## src/rtl/wdt_keyed_pkg.sv

```systemverilog
package wdt_keyed_pkg;
  localparam int unsigned DATA_W = 32;
  localparam int unsigned ADDR_W = 8;

  localparam logic [ADDR_W-1:0] OFS_COUNT   = 8'h00;
  localparam logic [ADDR_W-1:0] OFS_RELOAD  = 8'h04;
  localparam logic [ADDR_W-1:0] OFS_RESTART = 8'h08;
  localparam logic [ADDR_W-1:0] OFS_CTRL    = 8'h0C;
  localparam logic [ADDR_W-1:0] OFS_STATUS  = 8'h10;
  localparam logic [ADDR_W-1:0] OFS_CLEAR   = 8'h14;

  localparam logic [DATA_W-1:0] RESTART_KEY = 32'h0000_4755;

  typedef enum logic [1:0] {
    TGT_SOC     = 2'b00,
    TGT_CHIP    = 2'b01,
    TGT_CPU     = 2'b10,
    TGT_SOC_ALT = 2'b11
  } rst_tgt_e;

  // packed MSB first: boot_sec is bit 7, enable is bit 0
  typedef struct packed {
    logic     boot_sec;
    rst_tgt_e tgt;
    logic     tick_1m;
    logic     ext_en;
    logic     irq_en;
    logic     rst_en;
    logic     enable;
  } ctrl_t;

  localparam int unsigned CTRL_W = $bits(ctrl_t);
  localparam int unsigned STAT_W = 3;
endpackage

```

## src/rtl/wdt_prescaler.sv

```systemverilog
module wdt_prescaler #(
  parameter int unsigned DIV = 100
) (
  input  logic clk_i,
  input  logic rst_ni,
  output logic tick_o
);
  localparam int unsigned PW = (DIV > 1) ? $clog2(DIV) : 1;
  localparam logic [PW-1:0] LAST = PW'(DIV - 1);

  logic [PW-1:0] div_q;

  always_ff @(posedge clk_i or negedge rst_ni) begin
    if (!rst_ni)            div_q <= '0;
    else if (div_q == LAST) div_q <= '0;
    else                    div_q <= div_q + 1'b1;
  end

  assign tick_o = (div_q == LAST);
endmodule

```

## src/rtl/wdt_counter.sv

```systemverilog
module wdt_counter #(
  parameter int unsigned      CNT_W   = 32,
  parameter logic [CNT_W-1:0] RST_VAL = '1
) (
  input  logic             clk_i,
  input  logic             rst_ni,
  input  logic             en_i,
  input  logic             tick_i,
  input  logic             restart_i,
  input  logic [CNT_W-1:0] reload_i,
  output logic [CNT_W-1:0] cnt_o,
  output logic             tmo_o
);
  logic [CNT_W-1:0] cnt_q;
  logic step, at_zero;

  assign step    = en_i & tick_i;
  assign at_zero = (cnt_q == '0);
  // restart has priority over an expiry in the same cycle
  assign tmo_o   = step & at_zero & ~restart_i;

  always_ff @(posedge clk_i or negedge rst_ni) begin
    if (!rst_ni)        cnt_q <= RST_VAL;
    else if (restart_i) cnt_q <= reload_i;
    else if (step)      cnt_q <= at_zero ? reload_i : cnt_q - 1'b1;
  end

  assign cnt_o = cnt_q;
endmodule

```

## src/rtl/wdt_regs.sv

```systemverilog
module wdt_regs
  import wdt_keyed_pkg::*;
#(
  parameter int unsigned      CNT_W      = 32,
  parameter logic [CNT_W-1:0] RST_RELOAD = '1
) (
  input  logic              clk_i,
  input  logic              rst_ni,
  input  logic [ADDR_W-1:0] addr_i,
  input  logic              we_i,
  input  logic [DATA_W-1:0] wdata_i,
  output logic [DATA_W-1:0] rdata_o,
  input  logic [CNT_W-1:0]  cnt_i,
  input  logic [STAT_W-1:0] status_i,
  output logic [CNT_W-1:0]  reload_o,
  output ctrl_t             ctrl_o,
  output logic              restart_o,
  output logic              clear_o
);
  logic [CNT_W-1:0] reload_q;
  ctrl_t            ctrl_q;

  always_ff @(posedge clk_i or negedge rst_ni) begin
    if (!rst_ni) begin
      reload_q <= RST_RELOAD;
      ctrl_q   <= '0;
    end else if (we_i) begin
      if (addr_i == OFS_RELOAD) reload_q <= wdata_i[CNT_W-1:0];
      if (addr_i == OFS_CTRL)   ctrl_q   <= ctrl_t'(wdata_i[CTRL_W-1:0]);
    end
  end

  assign restart_o = we_i && (addr_i == OFS_RESTART) && (wdata_i == RESTART_KEY);
  assign clear_o   = we_i && (addr_i == OFS_CLEAR) && wdata_i[0];

  always_comb begin
    unique case (addr_i)
      OFS_COUNT:  rdata_o = DATA_W'(cnt_i);
      OFS_RELOAD: rdata_o = DATA_W'(reload_q);
      OFS_CTRL:   rdata_o = DATA_W'(ctrl_q);
      OFS_STATUS: rdata_o = DATA_W'(status_i);
      default:    rdata_o = '0;
    endcase
  end

  assign reload_o = reload_q;
  assign ctrl_o   = ctrl_q;
endmodule

```

## src/rtl/wdt_cs_swap.sv

```systemverilog
module wdt_cs_swap (
  input  logic swap_i,
  input  logic cs0_n_i,
  input  logic cs1_n_i,
  output logic cs0_n_o,
  output logic cs1_n_o
);
  assign cs0_n_o = swap_i ? cs1_n_i : cs0_n_i;
  assign cs1_n_o = swap_i ? cs0_n_i : cs1_n_i;
endmodule

```

## src/rtl/wdt_keyed.sv

```systemverilog
module wdt_keyed
  import wdt_keyed_pkg::*;
#(
  parameter int unsigned      CNT_W      = 32,
  parameter int unsigned      CLK_DIV    = 100,
  parameter logic [CNT_W-1:0] RST_RELOAD = 32'h00FF_FFFF
) (
  input  logic              clk_i,
  input  logic              rst_ni,
  input  logic [ADDR_W-1:0] bus_addr_i,
  input  logic              bus_we_i,
  input  logic [DATA_W-1:0] bus_wdata_i,
  output logic [DATA_W-1:0] bus_rdata_o,
  output logic              irq_o,
  output logic              rst_soc_o,
  output logic              rst_chip_o,
  output logic              rst_cpu_o,
  output logic              ext_req_o,
  input  logic              cs0_n_i,
  input  logic              cs1_n_i,
  output logic              cs0_n_o,
  output logic              cs1_n_o
);
  ctrl_t            ctrl_q;
  logic [CNT_W-1:0] reload_q, cnt_q;
  logic             restart, clear, presc_tick, tick_sel, tmo_evt;
  logic             tmo_flag_q, boot_sec_q, irq_q;
  logic             soc_q, chip_q, cpu_q, ext_q;
  logic             sel_soc, sel_chip, sel_cpu;

  wdt_regs #(.CNT_W(CNT_W), .RST_RELOAD(RST_RELOAD)) u_regs (
    .clk_i, .rst_ni,
    .addr_i   (bus_addr_i),
    .we_i     (bus_we_i),
    .wdata_i  (bus_wdata_i),
    .rdata_o  (bus_rdata_o),
    .cnt_i    (cnt_q),
    .status_i ({irq_q, boot_sec_q, tmo_flag_q}),
    .reload_o (reload_q),
    .ctrl_o   (ctrl_q),
    .restart_o(restart),
    .clear_o  (clear)
  );

  wdt_prescaler #(.DIV(CLK_DIV)) u_presc (
    .clk_i, .rst_ni, .tick_o(presc_tick)
  );

  assign tick_sel = ctrl_q.tick_1m ? presc_tick : 1'b1;

  wdt_counter #(.CNT_W(CNT_W), .RST_VAL(RST_RELOAD)) u_cnt (
    .clk_i, .rst_ni,
    .en_i     (ctrl_q.enable),
    .tick_i   (tick_sel),
    .restart_i(restart),
    .reload_i (reload_q),
    .cnt_o    (cnt_q),
    .tmo_o    (tmo_evt)
  );

  always_comb begin
    sel_soc  = 1'b0;
    sel_chip = 1'b0;
    sel_cpu  = 1'b0;
    unique case (ctrl_q.tgt)
      TGT_CHIP: sel_chip = 1'b1;
      TGT_CPU:  sel_cpu  = 1'b1;
      default:  sel_soc  = 1'b1;
    endcase
  end

  always_ff @(posedge clk_i or negedge rst_ni) begin
    if (!rst_ni) begin
      soc_q  <= 1'b0;
      chip_q <= 1'b0;
      cpu_q  <= 1'b0;
      ext_q  <= 1'b0;
    end else begin
      soc_q  <= tmo_evt & ctrl_q.rst_en & sel_soc;
      chip_q <= tmo_evt & ctrl_q.rst_en & sel_chip;
      cpu_q  <= tmo_evt & ctrl_q.rst_en & sel_cpu;
      ext_q  <= tmo_evt & ctrl_q.ext_en;
    end
  end

  // a timeout in the same cycle as a clear wins
  always_ff @(posedge clk_i or negedge rst_ni) begin
    if (!rst_ni) begin
      tmo_flag_q <= 1'b0;
      boot_sec_q <= 1'b0;
      irq_q      <= 1'b0;
    end else begin
      if (tmo_evt)    tmo_flag_q <= 1'b1;
      else if (clear) tmo_flag_q <= 1'b0;
      if (tmo_evt && ctrl_q.boot_sec) boot_sec_q <= 1'b1;
      else if (clear)                 boot_sec_q <= 1'b0;
      if (tmo_evt && ctrl_q.irq_en)   irq_q <= 1'b1;
      else if (clear)                 irq_q <= 1'b0;
    end
  end

  wdt_cs_swap u_swap (
    .swap_i (boot_sec_q),
    .cs0_n_i, .cs1_n_i, .cs0_n_o, .cs1_n_o
  );

  assign irq_o      = irq_q;
  assign rst_soc_o  = soc_q;
  assign rst_chip_o = chip_q;
  assign rst_cpu_o  = cpu_q;
  assign ext_req_o  = ext_q;
endmodule

```

## config.mk

```make
export PLATFORM = sky130hd
export DESIGN_NAME = wdt_keyed
export DESIGN_NICKNAME = d
export VERILOG_FILES = /design/src/rtl/wdt_keyed_pkg.sv /design/src/rtl/wdt_prescaler.sv /design/src/rtl/wdt_counter.sv /design/src/rtl/wdt_regs.sv /design/src/rtl/wdt_cs_swap.sv /design/src/rtl/wdt_keyed.sv
export SDC_FILE = /design/constraint.sdc
export NUM_CORES = 1
export LEC_CHECK = 0
export BUFFER_PORTS_ARGS = -buffer_cell sky130_fd_sc_hd__buf_2
export CORE_ASPECT_RATIO = 1.25
export CORE_MARGIN = 1.5
export CORE_UTILIZATION = 57
export CTS_CLUSTER_SIZE = 16
export DETAILED_ROUTE_END_ITERATION = 6
export PLACE_DENSITY = 0.85
export SKIP_CTS_REPAIR_TIMING = 1
export SLEW_MARGIN = 10
export SYNTH_ARGS = -nofsm -noshare
export SYNTH_HDL_FRONTEND = slang
export SYNTH_SLANG_ARGS = --single-unit
```

## constraint.sdc

```tcl
create_clock -name clk_i -period 3.1 [get_ports clk_i]
set_input_delay 0.465 -clock clk_i [delete_from_list [all_inputs] [get_ports clk_i]]
set_output_delay 0.465 -clock clk_i [all_outputs]
set_load 0.02 [all_outputs]
```

## Yosys cells after proc, flatten, opt, wreduce, memory -nomap -nowiden

Index checks and enable logic that the tools add are counted.

| storage, ports and cells | value |
|---|---|
| input port bits | 45 |
| flip-flop bits (word level) | 86 |
| word-level logic and storage cells | 67 |

| cells by class | value |
|---|---|
| bitwise gates (word level) | 9 |
| reductions and logical operators | 15 |
| equal/unequal tests | 9 |
| add/subtract/negate cells | 2 |
| muxes and demuxes | 15 |

Operator list:

| kind | number |
|---|---|
| $pmux W32 S4 | 1 |
| $mux W32 | 3 |
| $eq A32 B15 Y1 const B | 1 |
| $logic_not A32 Y1 | 1 |
| $sub A32 B1 Y32 const B | 1 |
| $eq A8 B4 Y1 const B | 2 |
| $eq A8 B5 Y1 const B | 2 |
| $mux W1 | 10 |
| $and A1 B1 Y1 | 8 |
| $eq A8 B3 Y1 const B | 1 |
| $logic_not A8 Y1 | 1 |
| $reduce_bool A2 Y1 | 4 |
| $add A7 B1 Y7 const B | 1 |
| $eq A7 B7 Y1 const B | 1 |
| $mux W7 | 1 |
| $logic_and A1 B1 Y1 | 6 |
| $reduce_and A2 Y1 | 2 |
| $eq A2 B1 Y1 const B | 1 |
| $eq A2 B2 Y1 const B | 1 |
| $reduce_or A2 Y1 | 1 |
| $not A1 Y1 | 1 |

## Depth between registers and ports, before layout

| logic depth | value |
|---|---|
| depth after elaboration | 7 |
| gate-level depth with buffers | 10 |
| mapped depth without buffers | 8 |

## Hierarchy

A second synthesis with hierarchy kept.

| unflattened totals | value |
|---|---|
| cell total of the unflattened synthesis | 491 |
| area total of the unflattened synthesis | 5216.3 um^2 |

By module, submodules not included:

| module | cells each | instances | area each (um^2) |
|---|---|---|---|
| wdt_counter | 269 | 1 | 2333.5 |
| wdt_regs | 171 | 1 | 2244.7 |
| wdt_prescaler | 29 | 1 | 345.3 |
| wdt_keyed | 20 | 1 | 270.3 |
| wdt_cs_swap | 2 | 1 | 22.5 |

## Worst setup path before layout

No wires, ideal clock.

| timing | value |
|---|---|
| kind | input port to output port |
| start point | input bus_addr_i[5] |
| end point | output bus_rdata_o[10] |
| cell stages on the path | 6 |
| path buffers | 2 |
| path slack | 0.581 ns |
| required time | 2.635 ns |
| arrival time | 2.054 ns |
| cell sequence | nor4_1 -> nand2_1 -> buf_2 -> nor3_1 -> clkbuf_1 -> a22o_1 |

| on the way | value |
|---|---|
| word-level cells in the longest chain between the ends | 2 |

Ends and longest elaborated chain:

| what | RTL line | text |
|---|---|---|
| start, declared | wdt_keyed.sv:10 | `input logic [ADDR_W-1:0] bus_addr_i,` |
| $eq A8 B5 Y1, or another cell as far along | wdt_regs.sv:37 | `unique case (addr_i)` |
| $pmux W32 S4 (*) | wdt_regs.sv:37 |  |
| end, declared | wdt_keyed.sv:13 | `output logic [DATA_W-1:0] bus_rdata_o,` |

Mark *: on every way between the ends. The rest lies on a longest branch, timed or not.

## Worst setup path after layout

| timing | value |
|---|---|
| start point | register u_cnt.cnt_q[0] (netlist: u_cnt.cnt_o[0]) |
| end point | register u_cnt.cnt_q[6] (netlist: u_cnt.cnt_o[6]) |

| on the way | value |
|---|---|
| word-level cells in the longest chain between the ends | 4 |

Ends and longest elaborated chain:

| what | RTL line | text |
|---|---|---|
| start, declared | wdt_counter.sv:14 | `logic [CNT_W-1:0] cnt_q;` |
| start signal, assigned | wdt_counter.sv:24 | `else if (restart_i) cnt_q <= reload_i;` |
| start signal, assigned | wdt_counter.sv:25 | `else if (step) cnt_q <= at_zero ? reload_i : cnt_q - 1'b1;` |
| $sub A32 B1 Y32 / $logic_not A32 Y1 (equally long branches) | wdt_counter.sv:25, wdt_counter.sv:18 |  |
| $mux W32 (*) (2 in series) | wdt_counter.sv:25 |  |
| $mux W32 (*) | wdt_counter.sv:24 |  |

Mark *: on every way between the ends. The rest lies on a longest branch, timed or not. The select of a mux whose other input is x is not followed.
A chain may end at the register's enable or synchronous reset.

==> run_results.csv <==
group,metric,value,unit
run_status,status,"finished, final reports clean",
worst_setup_path,critPathKind,"flop to flop",
clock_tree,cts_buffer_depth,2,
global_routing,antenna_found_initial,0,
cells_and_area,stdcell_area,5660,µm²
cells_and_area,synthToLayoutAreaGrowth,15.8,%
placement,port_buffers,83,
logic_synthesis,syn_avg_cell_area,10.1,µm²
clock_tree,cts_tree,"yes",
cells_and_area,fill_cells,632,
timing,relSlewSlack,29.7,%
placement,dp_hpwl,9470,µm
worst_setup_path,slowest_delay,580,ps
run,drv_cap,0,
floorplanning,die-area,9140,µm²
timing,rsz0062_at_grt,"false",
worst_setup_path,crit_path_max_fanout,7,
logic_synthesis,synth_top_cell_area_share,25.8,%
power,ir_drop,281,µV
routing,post_drt_via_cell_ratio,6.68,
logic_synthesis,syn_inst,485,
timing,finalSetupViolCount,0,
timing,tightestPinTransition,1050,ps
power,power.leakage,2.55,nW
power,clkPwrFrac,36.2,%
routing,ant_nets,0,
timing,min_period,2730,ps
cells_and_area,diodes,0,
clock_tree,cts_made_buffers,9,
cells_and_area,stdcell_count,672,
worst_setup_path,crit_chain,"inv_1 -> ha_1 -> or4b_2 -> nor3_1 -> nand4b_1 -> o21ai_2 -> buf_4 -> nor2_1 -> a221o_1",
global_routing,track_usage,30.8,%
logic_synthesis,synth_edf_count,0,
logic_synthesis,ys_seq_elements,86,
global_routing,grt_pass1_wl,21800,µm
floorplanning,ioPinCount,84,
routing,dr.pass1.iters,7,
clock_tree,clk_pin_slew,90,ps
logic_synthesis,syn_area,4890,µm²
routing,drt_iter0_drc,390,
routing,drc_errors,0,
power,pwr-share-seq,54.2,%
power,pwr_density_cell,408,nW/µm²
logic_synthesis,yosysTopAreaCell,"dfstp_2",
hold_path,hp-class,"primary input to asynchronous set/reset pin",
timing,finalHoldViolations,0,
placement,post-place-cells,656,
cells_and_area,final_util,68.3,%
floorplanning,rows,37,
floorplanning,fp.dieH,107,µm
global_routing,grt_overflow,0,
clock_tree,cts_root_buf,"clkbuf_8",
timing,finalSetupTns,0,ps
routing,wl_per_cell,20.0,µm
worst_setup_path,start_kind,"flop",
floorplanning,initial_utilization,59.0,%
timing,min_period_over_period,88.1,%
logic_synthesis,yosysUniqueCellTypes,59,
logic_synthesis,ys.flop_type,"dfstp_2",
floorplanning,dieWidth,85.8,µm
cells_and_area,multi_input_area,2540,µm²
clock_tree,cts_num_sinks,86,
cells_and_area,register_area,2210,µm²
cells_and_area,fin_nets,620,
logic_synthesis,yosysMostFrequentCell,"dfstp_2",
logic_synthesis,ys_top_cells_by_count,"48 x dfstp_2, 42 x mux2_2, 40 x nor2_1",
logic_synthesis,ys_seq_area_share,45.3,%
logic_synthesis,synth_warnings,0,
power,swShare,25.9,%
cells_and_area,drive_gt1_share,38.3,%
routing,vias,4492,
worst_setup_path,crit_path_end_kind,"flop",
logic_synthesis,synth_nets,535,
timing,fin_worst_skew,12.1,ps
clock_tree,cts-htree-levels,3,
floorplanning,core_area,8290,µm²
clock_tree,insertion_delay,380,ps
global_routing,grt_max_degree,87,
worst_setup_path,cp.required,3410,ps
logic_synthesis,netlist_top_cells_area,"dfstp_2 26%, dfrtp_1 19%, mux2_2 9.7%",
worst_setup_path,crit_arrival,3040,ps
placement,dpl_cell_area,5450,µm²
logic_synthesis,synth_async_sr_flop_share,100,%
global_routing,grt_pass1_vias,4453,
power,power_switching,0.000599,W
placement,place.gp.congestion,0.930,
power,pwr-share-comb,9.6,%
power,power.internal,0.00171,W
worst_setup_path,crit_slowest_cell,"or4b_2",
timing,drv_slew,0,
routing,routed_wirelength,13400,µm
timing,fmax,366,MHz
-- stage by stage --
step	hold WS, ps	total power, W	setup slack, ps
floorplan	169	0.00138	581
global placement	437	0.00148	317
detailed placement	447	0.00149	253
CTS	311	0.00232	420
global route	330	0.00239	301
finish	284	0.00231	370
-- logic make-up (layout without fill, tap and decap cells) --
logic type / count (synthesis) / after routing / share of synthesized area [%]
adders and majority gates: 5 / 5 / 1.28
DFF: 86 / 86 / 45.3
and+or+nand+nor: 198 / 198 / 22.4
AOI/OAI and AO/OA: 107 / 107 / 15.5
buffers and inverters: 32 / 122 / 2.94
xor gates and xnor gates: 5 / 5 / 0.896
muxes: 52 / 52 / 11.7
-- layout by cell type (no fill, tap or decap), types with 6 or more instances in the layout --
cell type,count
buf_2,82
dfrtp_1,38
dfstp_2,48
nor2_1,40
mux2i_1,10
o21ai_0,24
mux2_2,42
nor4_1,14
a21oi_1,19
a22o_1,26
nand2_1,33
nand4_1,12
clkbuf_8,11
a21o_1,6
nor3_1,20
and3_1,12
nand3_1,26
buf_4,17
inv_1,6
-- power by group through the flow --
stage	sequential, W	clock, W	combinational, W
CTS	0.00125	0.000851	0.000222
finish	0.00125	0.000835	0.000223
global route	0.00126	0.000890	0.000245
detailed placement	0.00127	0	0.000221
floorplan	0.00125	0	0.000128
global placement	0.00126	0	0.000212
-- cell type report --
class,instances,area share (%)
tap,97,2.14
clock inverter,4,0.929
clock buffer,12,2.74
multi-input combinational,367,44.8
sequential,86,39.1
timing repair buffer,100,9.86
inverter,6,0.398
-- per-layer routing --
metal | up-vias | wire length, µm | track usage [%]
li1 | 2014 | - | -
met1 | 2185 | 5250 | 37.8
met2 | 247 | 6770 | 52.0
met3 | 46 | 912 | 4.97
met4 | 0 | 512 | 15.8
met5 | - | 0 | 0
-- worst max-delay path, delay by kind of cell (launching register included) --
family | cells | cell delay, ps
flip-flops | 1 | 390
adder cells (fa/ha/maj) | 1 | 170
AND/OR/NAND/NOR | 4 | 1100
buffers and inverters | 2 | 340
AO/OA/AOI/OAI | 2 | 660
-- final timing paths --
kind                                   from            endpoint  slack (ps)  cells after the start
max reg2reg                  u_cnt.cnt_o[0]      u_cnt.cnt_o[6]         370                      9
max                          u_cnt.cnt_o[0]      u_cnt.cnt_o[6]         370                      9
min                                  rst_ni     u_cnt.cnt_o[26]         280                      1
min reg2reg                u_presc.div_q[0]    u_presc.div_q[0]         460                      1
max in group asynchronous            rst_ni    u_presc.div_q[6]        2160                      1
min in group clk_i           bus_wdata_i[9]  u_regs.reload_o[9]         330                      2
-- state kept, by name (all words and copies together) (netlist names) --
signal           flops
u_cnt.cnt_o         32
u_regs.reload_o     32
u_regs.ctrl_o        8
u_presc.div_q        7
boot_sec_q           1
ext_req_o            1
irq_o                1
rst_chip_o           1
rst_cpu_o            1
rst_soc_o            1
tmo_flag_q           1
(Power assumes the default switching activity.)
